<file path="config.mk">
export PLATFORM = sky130hd
export DESIGN_NAME = ready_mon
export DESIGN_NICKNAME = d
export VERILOG_FILES = /design/src/rtl/ready_mon_pkg.sv /design/src/rtl/supply_hyst_chk.sv /design/src/rtl/dip_pulse_gen.sv /design/src/rtl/en_delay.sv /design/src/rtl/ready_mon.sv
export SDC_FILE = /design/constraint.sdc
export NUM_CORES = 1
export LEC_CHECK = 0
export BUFFER_PORTS_ARGS = -buffer_cell sky130_fd_sc_hd__buf_2
export CAP_MARGIN = 25
export CORE_MARGIN = 2
export CORE_UTILIZATION = 40
export DETAILED_ROUTE_END_ITERATION = 7
export SLEW_MARGIN = 20
export SYNTH_ARGS = -nofsm -noshare
export SYNTH_HDL_FRONTEND = slang
export SYNTH_SLANG_ARGS = --single-unit
</file>
<file path="constraint.sdc">
create_clock -name clk -period 5.69 [get_ports clk]
set_input_delay 0.569 -clock clk [delete_from_list [all_inputs] [get_ports clk]]
set_output_delay 0.569 -clock clk [all_outputs]
set_load 0.1 [all_outputs]
</file>
<file path="src/rtl/ready_mon_pkg.sv">
package ready_mon_pkg;

  // Index of each watched rail inside the check array.
  localparam int SUP_IN  = 0;
  localparam int SUP_OUT = 1;
  localparam int N_SUP   = 2;

  // Width of a counter that must hold values 0..n.
  function automatic int cnt_w(input int n);
    return (n < 2) ? 1 : $clog2(n + 1);
  endfunction

endpackage

</file>
<file path="src/rtl/supply_hyst_chk.sv">
module supply_hyst_chk #(
  parameter int MV_W   = 16,
  parameter int ON_MV  = 3000,
  parameter int OFF_MV = 2400
) (
  input  logic            clk,
  input  logic            rst,
  input  logic [MV_W-1:0] mv,
  output logic            good
);

  localparam logic [MV_W-1:0] ON_C  = MV_W'(ON_MV);
  localparam logic [MV_W-1:0] OFF_C = MV_W'(OFF_MV);

  logic good_q;

  always_ff @(posedge clk) begin
    if (rst) begin
      good_q <= 1'b0;
    end else if (!good_q && (mv >= ON_C)) begin
      good_q <= 1'b1;
    end else if (good_q && (mv < OFF_C)) begin
      good_q <= 1'b0;
    end
  end

  assign good = good_q;

  // reaching the qualify level sets the flag on the next cycle
  a_r2_r3_turn_on: assert property (@(posedge clk) disable iff (rst)
    (mv >= ON_C) |=> good_q);

  // a qualified rail inside the band stays qualified
  a_r2_r3_band_hold: assert property (@(posedge clk) disable iff (rst)
    (good_q && (mv >= OFF_C)) |=> good_q);

  // below the drop level the flag is clear on the next cycle
  a_r2_r3_turn_off: assert property (@(posedge clk) disable iff (rst)
    (mv < OFF_C) |=> !good_q);

endmodule

</file>
<file path="src/rtl/dip_pulse_gen.sv">
module dip_pulse_gen
  import ready_mon_pkg::*;
#(
  parameter int FALL_DLY  = 1000,
  parameter int PULSE_LEN = 25
) (
  input  logic clk,
  input  logic rst,
  input  logic good,
  output logic low_req
);

  localparam int DW = cnt_w(FALL_DLY);
  localparam int PW = cnt_w(PULSE_LEN);
  localparam logic [DW-1:0] DLY_LAST = DW'(FALL_DLY - 1);
  localparam logic [PW-1:0] PLEN     = PW'(PULSE_LEN);

  logic [DW-1:0] dly_cnt;
  logic [PW-1:0] pls_cnt;
  logic          armed;

  always_ff @(posedge clk) begin
    if (rst) begin
      dly_cnt <= '0;
      pls_cnt <= '0;
      armed   <= 1'b0;
    end else begin
      if (pls_cnt != '0) begin
        pls_cnt <= pls_cnt - PW'(1);
      end
      if (good) begin
        dly_cnt <= '0;
        armed   <= 1'b1;
      end else if (armed) begin
        if (dly_cnt == DLY_LAST) begin
          dly_cnt <= '0;
          armed   <= 1'b0;
          pls_cnt <= PLEN;
        end else begin
          dly_cnt <= dly_cnt + DW'(1);
        end
      end
    end
  end

  assign low_req = (pls_cnt != '0);

  // the pulse never exceeds its bound
  a_r4_pulse_bounded: assert property (@(posedge clk) disable iff (rst)
    pls_cnt <= PLEN);

  // a good rail starts no new pulse; a running one only drains
  a_r5_no_start_when_good: assert property (@(posedge clk) disable iff (rst)
    good |=> (pls_cnt == '0) || (pls_cnt == $past(pls_cnt) - PW'(1)));

endmodule

</file>
<file path="src/rtl/en_delay.sv">
module en_delay
  import ready_mon_pkg::*;
#(
  parameter int EN_DLY = 100
) (
  input  logic clk,
  input  logic rst,
  input  logic qual,
  output logic en
);

  localparam int CW = cnt_w(EN_DLY);
  localparam logic [CW-1:0] CMAX = CW'(EN_DLY);

  logic [CW-1:0] cnt;
  logic          en_q;

  always_ff @(posedge clk) begin
    if (rst || !qual) begin
      cnt  <= '0;
      en_q <= 1'b0;
    end else if (!en_q) begin
      if (cnt == CMAX) begin
        en_q <= 1'b1;
      end else begin
        cnt <= cnt + CW'(1);
      end
    end
  end

  assign en = en_q;

  // losing qualification drops the enable on the next cycle
  a_r7_drop_follows: assert property (@(posedge clk) disable iff (rst)
    !qual |=> !en_q);

endmodule

</file>
<file path="src/rtl/ready_mon.sv">
module ready_mon
  import ready_mon_pkg::*;
#(
  parameter int MV_W        = 16,
  parameter int VIN_ON_MV   = 3000,
  parameter int VIN_OFF_MV  = 2400,
  parameter int VOUT_ON_MV  = 13500,
  parameter int VOUT_OFF_MV = 12500,
  parameter int FALL_DLY    = 1000,
  parameter int PULSE_LEN   = 25,
  parameter int EN_DLY      = 100
) (
  input  logic            clk,
  input  logic            rst,
  input  logic [MV_W-1:0] vin_mv,
  input  logic [MV_W-1:0] vout_mv,
  input  logic            overtemp,
  input  logic            drive_cmd,
  output logic            rdy,
  output logic            drive_en,
  output logic            gate_out
);

  logic [N_SUP-1:0] good;
  logic             low_req;
  logic             boot_ok;
  logic             rdy_next;
  logic             qual;
  logic             rdy_q;
  logic             gate_q;
  logic             en_w;

  for (genvar i = 0; i < N_SUP; i++) begin : g_sup
    localparam int ON_L  = (i == SUP_IN) ? VIN_ON_MV  : VOUT_ON_MV;
    localparam int OFF_L = (i == SUP_IN) ? VIN_OFF_MV : VOUT_OFF_MV;
    supply_hyst_chk #(
      .MV_W  (MV_W),
      .ON_MV (ON_L),
      .OFF_MV(OFF_L)
    ) u_chk (
      .clk (clk),
      .rst (rst),
      .mv  ((i == SUP_IN) ? vin_mv : vout_mv),
      .good(good[i])
    );
  end

  dip_pulse_gen #(
    .FALL_DLY (FALL_DLY),
    .PULSE_LEN(PULSE_LEN)
  ) u_dip (
    .clk    (clk),
    .rst    (rst),
    .good   (good[SUP_OUT]),
    .low_req(low_req)
  );

  // Driver-side rail must qualify once after reset before ready.
  always_ff @(posedge clk) begin
    if (rst) begin
      boot_ok <= 1'b0;
    end else if (good[SUP_OUT]) begin
      boot_ok <= 1'b1;
    end
  end

  assign rdy_next = good[SUP_IN] && (boot_ok || good[SUP_OUT]) &&
                    !overtemp && !low_req;
  assign qual     = rdy_next && good[SUP_OUT];

  en_delay #(
    .EN_DLY(EN_DLY)
  ) u_en (
    .clk (clk),
    .rst (rst),
    .qual(qual),
    .en  (en_w)
  );

  always_ff @(posedge clk) begin
    if (rst) begin
      rdy_q  <= 1'b0;
      gate_q <= 1'b0;
    end else begin
      rdy_q  <= rdy_next;
      gate_q <= qual && en_w && drive_cmd;
    end
  end

  assign rdy      = rdy_q;
  assign drive_en = en_w;
  assign gate_out = gate_q;

  // gate only while ready is released
  a_r9_gate_needs_rdy: assert property (@(posedge clk) disable iff (rst)
    gate_q |-> rdy_q);

  // enable implies ready
  a_r7_en_needs_rdy: assert property (@(posedge clk) disable iff (rst)
    en_w |-> rdy_q);

  // over-temperature clears ready next cycle
  a_r6_overtemp_drop: assert property (@(posedge clk) disable iff (rst)
    overtemp |=> !rdy_q);

  // a disqualified control-side rail clears ready next cycle
  a_r2_vin_drop: assert property (@(posedge clk) disable iff (rst)
    !good[SUP_IN] |=> !rdy_q);

  // a disqualified driver-side rail clears the gate next cycle
  a_r3_vout_gate: assert property (@(posedge clk) disable iff (rst)
    !good[SUP_OUT] |=> !gate_q);

endmodule

</file>
Word-level counts from Yosys, hierarchy flattened
Cells that the tools add are included.

Add/subtract/negate cells: 3. Multipliers: 0. Div/mod/pow operators: 0. Magnitude comparators: 4. Equal/unequal tests: 2. Shift-type cells: 0. Multiplexer cells: 14. Bitwise logic cells: 2. Reduce and logical (&&, ||, !) cells: 22.

Operators with widths (count): 2-to-1 mux 5 bit (4); greater-or-equal comparator 16 x 12 -> 1 bit, second input constant (1); greater-or-equal comparator 16 x 14 -> 1 bit, second input constant (1); less-than comparator 16 x 12 -> 1 bit, second input constant (1); less-than comparator 16 x 14 -> 1 bit, second input constant (1); adder 10 x 1 -> 10 bit, second input constant (1); equality test 10 bit, second input constant (1); logical AND 1 bit (10); 2-to-1 mux 10 bit (1); 2-to-1 mux 1 bit (9); adder 7 x 1 -> 7 bit, second input constant (1); equality test 7 bit, second input constant (1); zero test 1 bit (5); nonzero test 5 bit (1); subtractor 5 x 1 -> 5 bit, second input constant (1); nonzero test 2 bit (2); logical OR 1 bit (2); inverter 1 bit (2); AND reduction 2 bit (1); OR reduction 2 bit (1).

Register bits after elaboration: 29. Latch bits: 0. Bits in writable memories: 0. Memory bits (read-only): 0. Input port bits: 36. Output and inout port bits: 3. Word-level logic and storage cells: 57. Memories kept: 0.

Longest topological paths before layout
Gate-level depths: netlist (run 1).

Depth after elaboration: 7. Mapped depth: 7. Mapped depth without buffers: 6.

Modules after synthesis
Synthesis (run 1) repeated with hierarchy kept, for this count alone.

Cells, all modules: 168. Area total of the unflattened synthesis: 1451.4 µm².

Modules (own cells, without submodules): dip_pulse_gen (instances 1, cells an instance 88, area an instance 752.0 µm²); en_delay (instances 1, cells an instance 43, area an instance 386.6 µm²); supply_hyst_chk (g_sup[1].u_chk) (instances 1, cells an instance 17, area an instance 128.9 µm²); ready_mon (instances 1, cells an instance 9, area an instance 102.6 µm²); supply_hyst_chk (g_sup[0].u_chk) (instances 1, cells an instance 11, area an instance 81.3 µm²).

Worst setup path before layout (run 1)
OpenSTA, ideal clock, no wires.

Path kind: reg-to-reg. From: register u_dip.pls_cnt[0]. To: register u_en.cnt[2]. Setup time: 0.088 ns. Data arrival time: 1.707 ns. Data required time: 5.602 ns. Slack: 3.895 ns. Cell stages (with the launch flop): 8. Period minus slack after synthesis: 1.795 ns. Cells stage by stage: dfxtp_1 inv_1 ha_1 or4b_1 buf_2 nor4_4 nand2_4 a311oi_2.

Longest elaborated chain between the ends: 6.

Ends and longest elaborated chain: start: declaration (line dip_pulse_gen.sv:19) `logic [PW-1:0] pls_cnt;`; start signal: assignment (line dip_pulse_gen.sv:29) `pls_cnt <= pls_cnt - PW'(1);`; nonzero test 5 bit (line dip_pulse_gen.sv:46) `assign low_req = (pls_cnt != '0);`; zero test 1 bit (line ready_mon.sv:68) `!overtemp && !low_req;`; logical AND 1 bit (line ready_mon.sv:68); logical AND 1 bit (line ready_mon.sv:69) `assign qual = rdy_next && good[SUP_OUT];`; zero test 1 bit (line en_delay.sv:19) `if (rst || !qual) begin`; logical OR 1 bit (line en_delay.sv:19); end signal: assignment (line en_delay.sv:26) `cnt <= cnt + CW'(1);`; end: declaration (line en_delay.sv:15) `logic [CW-1:0] cnt;`.

Every way passes these cells. A chain may end at the register's enable or synchronous reset.

Worst setup path after layout (run 1)
Same ends and word-level chain as after synthesis.

==> results of run 1 <==
[worst max-delay path, cell delays in order, from the launching register on]
cell and delay (ns):
dfxtp_1 0.34, inv_1 0.06, ha_1 0.19, or4b_1 0.61, nor4_4 0.39, nand2_4 0.14
a311oi_2 0.22
[area by class of cell]
type | instances | area (µm²)
clock inverter | 3 | 17.52
clock buffer | 5 | 37.54
tap | 46 | 57.56
sequential | 29 | 580.6
fill | 371 | 1677
multi-input combinational | 124 | 775.7
inverter | 10 | 37.54
timing repair buffer | 36 | 180.2
[sequential cells by signal, indices dropped and copies added, names as in the netlist]
register	flops
boot_ok	1
g_sup.u_chk.good	2
gate_out	1
rdy	1
u_dip.armed	1
u_dip.dly_cnt	10
u_dip.pls_cnt	5
u_en.cnt	7
u_en.en	1
[through the flow]
| stage | total power, µW | instance area, µm² | cells | setup WS, ns | util, % |
|---|---|---|---|---|---|
| final | 465.4 | 1687 | 253 | 3.670 | 50.15 |
| after global routing | 505.3 | 1687 | 253 | 3.579 | 50.15 |
| after CTS | 474.4 | 1687 | 253 | 3.650 | 50.15 |
| after detailed placement | 350.1 | 1632 | 245 | 3.665 | 48.51 |
| after global placement | 343.0 | 1632 | 245 | 3.761 | 48.51 |
| after floorplan | 324.5 | 1411 | 167 | 3.895 | - |
[logic make-up (layout without fill, tap and decap cells)]
| logic type | count (synthesis) | after routing | share of synthesized area [%] |
|---|---|---|---|
| adder cells (fa/ha/maj) | 4 | 4 | 3.546 |
| buffers and inverters | 14 | 54 | 3.901 |
| XOR/XNOR | 15 | 15 | 9.309 |
| multiplexers | 1 | 1 | 0.7092 |
| flip-flops | 29 | 29 | 41.13 |
| AND/OR/NAND/NOR | 82 | 82 | 31.56 |
| AO/OA/AOI/OAI | 22 | 22 | 9.839 |
[report_power, final]
group | internal, µW | leakage, µW | switching, µW | total (µW)
Combinational | 51.1 | 0.000412 | 56.3 | 107
Clock | 46.5 | 0.0000310 | 75.3 | 122
Sequential | 220 | 0.000236 | 16.3 | 236
[metal layers]
metal	part of all wire [%]	up-vias	global-route usage (%)
met1	43	575	17.63
li1	-	667	-
met3	4.3	7	4.821
met4	2.3	0	8.696
met2	50	27	30.26
met5	0	-	0
[worst paths after layout]
kind | from | to | slack [ns] | cells after the start
worst max register to register | u_dip.pls_cnt[0] | u_en.cnt[2] | 3.67 | 6
worst min register to register | u_dip.pls_cnt[4] | u_dip.pls_cnt[4] | 0.46 | 2
worst max-delay path | u_dip.pls_cnt[0] | u_en.cnt[2] | 3.67 | 6
worst min-delay path | drive_cmd | gate_out | 0.46 | 3
[cell usage in the layout (no fill, tap or decap), drive strengths merged, types with 2 or more instances in the layout]
cell,n
inv,10
xnor2,7
and4b,2
nor3,5
nand3,4
a31oi,2
nand2,16
clkinv,2
ha,4
o21ai,3
nand4,7
and4,2
xor2,8
a21oi,11
dfxtp,29
nor2,28
or4b,2
buf,36
a211oi,2
nor4,7
nand4b,2
clkbuf,5
==> impl_metrics.csv, run 1 <==
group,metric,value,unit
outcome,status,"finished, final reports clean",
timing,rsz0062_at_grt,"no",
route,avgRoutedWirePerCell,11.29,µm
route,routed_wl,2.857,mm
floorplanning,die_w,63.40,µm
timing,finalSetupTns,0,ns
logic_synthesis,synthArstFlopShare,0,%
route,drtPass1Iterations,4,
clock_network,numCtsBuffers,5,
worst_setup_path,cp.arrival,2.27,ns
logic_synthesis,yosysWarnings,0,
floorplanning,die-area,4020,µm²
cells_and_area,drive_gt1_share,23.67,%
logic_synthesis,ys_types,36,
clock_network,root_buffer,"clkbuf_4",
logic_synthesis,synth_top_cell_by_area,"dfxtp_1",
floorplanning,core_area,3363,µm²
route,drc_errors,0,
worst_setup_path,cp-end-kind,"flop",
logic_synthesis,postSynthAreaPerCell,8.451,µm²
logic_synthesis,synth_flop_cell,"dfxtp_1",
global_routing,overflow,0,
global_routing,antenna_found_initial,0,
timing,relSlewSlack,68.13,%
power_and_ir_drop,leakage,0.0006791,µW
clock_network,cts_sinks,29,
route,vias,1276,
route,drtAntennaViolNets,0,
cells_and_area,fin_nets,246,
logic_synthesis,yosysMostFrequentCell,"dfxtp_1",
hold_path,hold_class,"in2reg",
timing,post-route-min-period,2.020,ns
logic_synthesis,ys_ff_latch,29,
clock_network,cts_buffer_depth,2,
timing,skew,0.007677,ns
logic_synthesis,synth_top_area_share,41.13,%
clock_network,cts_setup_buffers,0,
global_routing,gr-usage-all-layers,16.83,%
timing,worst_pin_slew,0.4758,ns
cells_and_area,diodes,0,
flow_run,maxCapViolations,0,
placement,place_congestion,0.7635,
timing,finalSetupViolations,0,
logic_synthesis,synth_area,1411,µm²
timing,finalCritPeriodShare,35.51,%
global_routing,grt_pass1_vias,1246,
floorplanning,initial_core_util,41.96,%
worst_setup_path,critical_path.max_fanout,9,
placement,io_buffers,36,
clock_network,htree_levels,2,
logic_synthesis,synth_commonest_cells,"29 x dfxtp_1, 28 x nor2_1, 15 x nand2_1",
logic_synthesis,yosysSeqAreaShare,41.13,%
power_and_ir_drop,max-vdd-ir-drop,0.1369,mV
worst_setup_path,start_kind,"flop",
floorplanning,placementRows,21,
timing,timing.hold.ws,0.4551,ns
clock_network,cts_tree,"yes",
timing,fmax,0.4950,GHz
timing,drv_slew,0,
floorplanning,die_y,63.40,µm
route,drt_iter0_markers,49,
logic_synthesis,synth_edf_count,0,
floorplanning,io-pin-count,39,
cells_and_area,area_growth,19.50,%
clock_network,clkLatencyLatePin,0.33,ns
clock_network,holdBufCountCts,0,
placement,dp_hpwl,2.236,mm
route,via_per_inst,5.043,
global_routing,grt_max_degree,13,
worst_setup_path,worstPathRequired,5.94,ns
clock_network,cts_resized,0,
power_and_ir_drop,p_per_area,275.9,nW/µm²
logic_synthesis,synthCells,167,
logic_synthesis,synthesis.nets,207,
global_routing,grt_first_pass_wirelength,5.264,mm
worst_setup_path,crit_type,"reg2reg",
logic_synthesis,synth.area.top_cells,"dfxtp_1 41%, nor2_1 7.4%, xor2_1 5.0%",
timing,hold_viol,0,
clock_network,clkTransAtPathRegs,0.10,ns
(Power assumes the default switching activity.)
==> inputs of run 2 (changes only) <==
- ABC_AREA: default -> 1
- clock period: 5.69 -> 2 ns (I/O delays scaled with it)
==> run 2 against run 1 <==
First-iteration DRC count down 12%; count of clock-buffer cells in the layout is 2 higher; utilization rose by 0.94 points; via count up 12%; clock skew shrank 0.0049 ns; sequential share of layout area fell by 3.6 points; worst setup slack lost 3.1 ns; die area up 9.2%; largest cell class unchanged.
==> impl_metrics.csv, run 2 <==
group,metric,value,unit
clock_network,clkLatencyLatePin,0.28,ns
worst_setup_path,worstPathRequired,2.17,ns
clock_network,clkTransAtPathRegs,0.06,ns
logic_synthesis,ys_ff_latch,29,
logic_synthesis,synth_edf_count,0,
global_routing,antenna_found_initial,0,
floorplanning,die_y,66.26,µm
timing,worst_pin_slew,0.4844,ns
logic_synthesis,synth_top_area_share,37.45,%
hold_path,hold_class,"in2reg",
clock_network,cts_tree,"yes",
global_routing,overflow,0,
clock_network,root_buffer,"clkbuf_8",
worst_setup_path,critical_path.max_fanout,5,
worst_setup_path,crit_type,"reg2reg",
route,wl_met1,1.479,mm
cells_and_area,largest_register,"u_dip.dly_cnt",
cells_and_area,final_cells,318,
logic_synthesis,synthXorXnorAreaFrac,1.695,%
cells_and_area,largest_reg_flops,10,
clock_network,cts_setup_buffers,0,
worst_setup_path,critPathBufInv,3,
logic_synthesis,ys_types,30,
global_routing,gr-usage-all-layers,15.05,%
floorplanning,die_w,66.26,µm
route,route.met2.wl,1.150,mm
timing,finalSetupViolations,0,
logic_synthesis,yosys.area_share.simple,37.05,%
floorplanning,die-area,4390,µm²
power_and_ir_drop,leakage,0.0008496,µW
worst_setup_path,slowest_stage,"dfxtp_1",
clock_network,cts_resized,0,
logic_synthesis,synth_top_cell_by_area,"dfxtp_1",
worst_setup_path,start_kind,"flop",
worst_setup_path,crit_family,"simple AND/OR/NAND/NOR gates",
logic_synthesis,synth_commonest_cells,"46 x nand2_1, 35 x inv_1, 35 x nor2_1",
clock_network,holdBufCountCts,0,
placement,io_buffers,36,
route,vias,1434,
placement,place_inst,310,
cells_and_area,fin_nets,309,
logic_synthesis,synth_top_family_by_area,"simple AND/OR/NAND/NOR gates",
timing,finalSetupTns,0,ns
timing,skew,0.002816,ns
floorplanning,initial_core_util,42.03,%
logic_synthesis,yosysWarnings,0,
route,drc_errors,0,
power_and_ir_drop,p_per_area,828.6,nW/µm²
worst_setup_path,cp.arrival,1.64,ns
logic_synthesis,synth.area.top_cells,"dfxtp_1 37%, nand2_1 11%, inv_1 8.5%",
timing,drv_slew,0,
logic_synthesis,synth_flop_cell,"dfxtp_1",
worst_setup_path,crit_path_frequent_cell,"inv_1",
logic_synthesis,yosysMostFrequentCell,"nand2_1",
cells_and_area,diodes,0,
logic_synthesis,synthAdderAreaFrac,3.228,%
global_routing,grt_max_degree,11,
placement,dp_hpwl,2.273,mm
logic_synthesis,synth_compound_area_share,10.49,%
cells_and_area,final-seq-area,580.6,µm²
global_routing,grt_pass1_vias,1270,
outcome,status,"finished, final reports clean",
timing,hold_viol,0,
floorplanning,placementRows,22,
power_and_ir_drop,max-vdd-ir-drop,0.2570,mV
route,drtAntennaViolNets,0,
worst_setup_path,r2r_slack,0.53,ns
logic_synthesis,yosysSeqAreaShare,37.45,%
cells_and_area,area_growth,21.55,%
cells_and_area,postLayoutCoreUtil,51.09,%
timing,rsz0062_at_grt,"no",
logic_synthesis,postSynthAreaPerCell,6.829,µm²
placement,place_congestion,0.7651,
route,via_per_inst,4.509,
logic_synthesis,synth_area,1550,µm²
floorplanning,core_area,3689,µm²
cells_and_area,final_common_cell,"nand2_1",
placement,pre_cts_slack,0.5283,ns
cells_and_area,num-fill-cells,420,
global_routing,grt_first_pass_wirelength,5.050,mm
cells_and_area,top_regs,"u_dip.dly_cnt x10, u_en.cnt x7, u_dip.pls_cnt x5",
logic_synthesis,synth.area.mux_share,0.6457,%
logic_synthesis,synthCells,227,
logic_synthesis,synthesis.nets,267,
route,wl_met3,122,µm
route,drtPass1Iterations,4,
clock_network,htree_levels,2,
clock_network,numCtsBuffers,5,
floorplanning,io-pin-count,39,
route,highest_layer,"met4",
clock_network,cts_sinks,29,
timing,post-route-min-period,1.465,ns
clock_network,cts_buffer_depth,2,
cells_and_area,final_cell_mix,"46 x nand2_1, 36 x buf_2, 35 x inv_1, 35 x nor2_1, 29 x dfxtp_1",
timing,relSlewSlack,67.93,%
route,avgRoutedWirePerCell,8.852,µm
timing,layout_setup_ws,0.5349,ns
timing,fmax,0.6825,GHz
route,routed_wl,2.815,mm
cells_and_area,multi_input_area,823.3,µm²
logic_synthesis,synthArstFlopShare,0,%
worst_setup_path,cp-end-kind,"flop",
route,drt_iter0_markers,43,
worst_setup_path,cpPeakStageDelay,0.33,ns
flow_run,maxCapViolations,0,
worst_setup_path,path_cells,"inv_1 > ha_1 > nand2_1 > inv_1 > nand3_1 > nand2_1 > inv_1 > nand3_1 > o21ai_1 > nor2_1",
timing,timing.hold.ws,0.1532,ns
cells_and_area,drive_gt1_share,21.48,%
timing,finalCritPeriodShare,73.26,%
run 2: cell count changes after synthesis, moves of 4 or more:
cell / delta
a21oi_1: +4
inv_1: +25
nand2_1: +31
nand3_1: +12
nor2_1: +7
nor4_1: -6
o21ai_1: +4
xnor2_1: -6
xor2_1: -6
run 2: metrics by stage:
step	instance area [µm²]	total power (µW)
after floorplan	1550	971.0
after global placement	1783	1049
after detailed placement	1783	1055
after CTS	1884	1592
after global routing	1884	1691
final	1884	1561
run 2: layer usage:
metal / global-route usage [%] / vias to the layer above
met5: 0 / -
met4: 6.888 / 0
met3: 5.111 / 5
met2: 23.50 / 28
met1: 18.56 / 591
li1: - / 810
run 2: power breakdown:
group	internal [µW]	switching (µW)	leakage (µW)
clock network	310	213	0.0000542
logic	165	208	0.000559
registers	626	38.0	0.000236
total	1100	460	0.000850
run 2: final cells by class:
class	instances	share of cell area, %
Multi-Input combinational cell	160	43.69
Sequential cell	29	30.81
Timing Repair Buffer	36	9.562
Inverter	37	7.370
Clock buffer	7	5.113
Tap cell	48	3.187
Clock inverter	1	0.2656
run 2: path summary, 6_finish.rpt:
| kind | from | end | depth (start not counted) |
|---|---|---|---|
| min reg2reg | u_en.en | gate_out | 2 |
| max | u_en.cnt[0] | u_en.cnt[5] | 10 |
| min | drive_cmd | gate_out | 3 |
| max reg2reg | u_en.cnt[0] | u_en.cnt[5] | 10 |
run 2: worst reg2reg max path, stage by stage (launching register included):
cell and delay (ns):
dfxtp_1 0.33, inv_1 0.08, ha_1 0.19, nand2_1 0.06, inv_1 0.03, nand3_1 0.09
nand2_1 0.13, inv_1 0.17, nand3_1 0.11, o21ai_1 0.13, nor2_1 0.05
run 2: kinds of logic (layout without fill, tap and decap cells):
kind of cell,Yosys count,in the layout
compound gates,29,29
xor+xnor,3,3
fa+ha+maj,4,4
buf+inv,38,81
flops,29,29
mux,1,1
simple gates,123,123
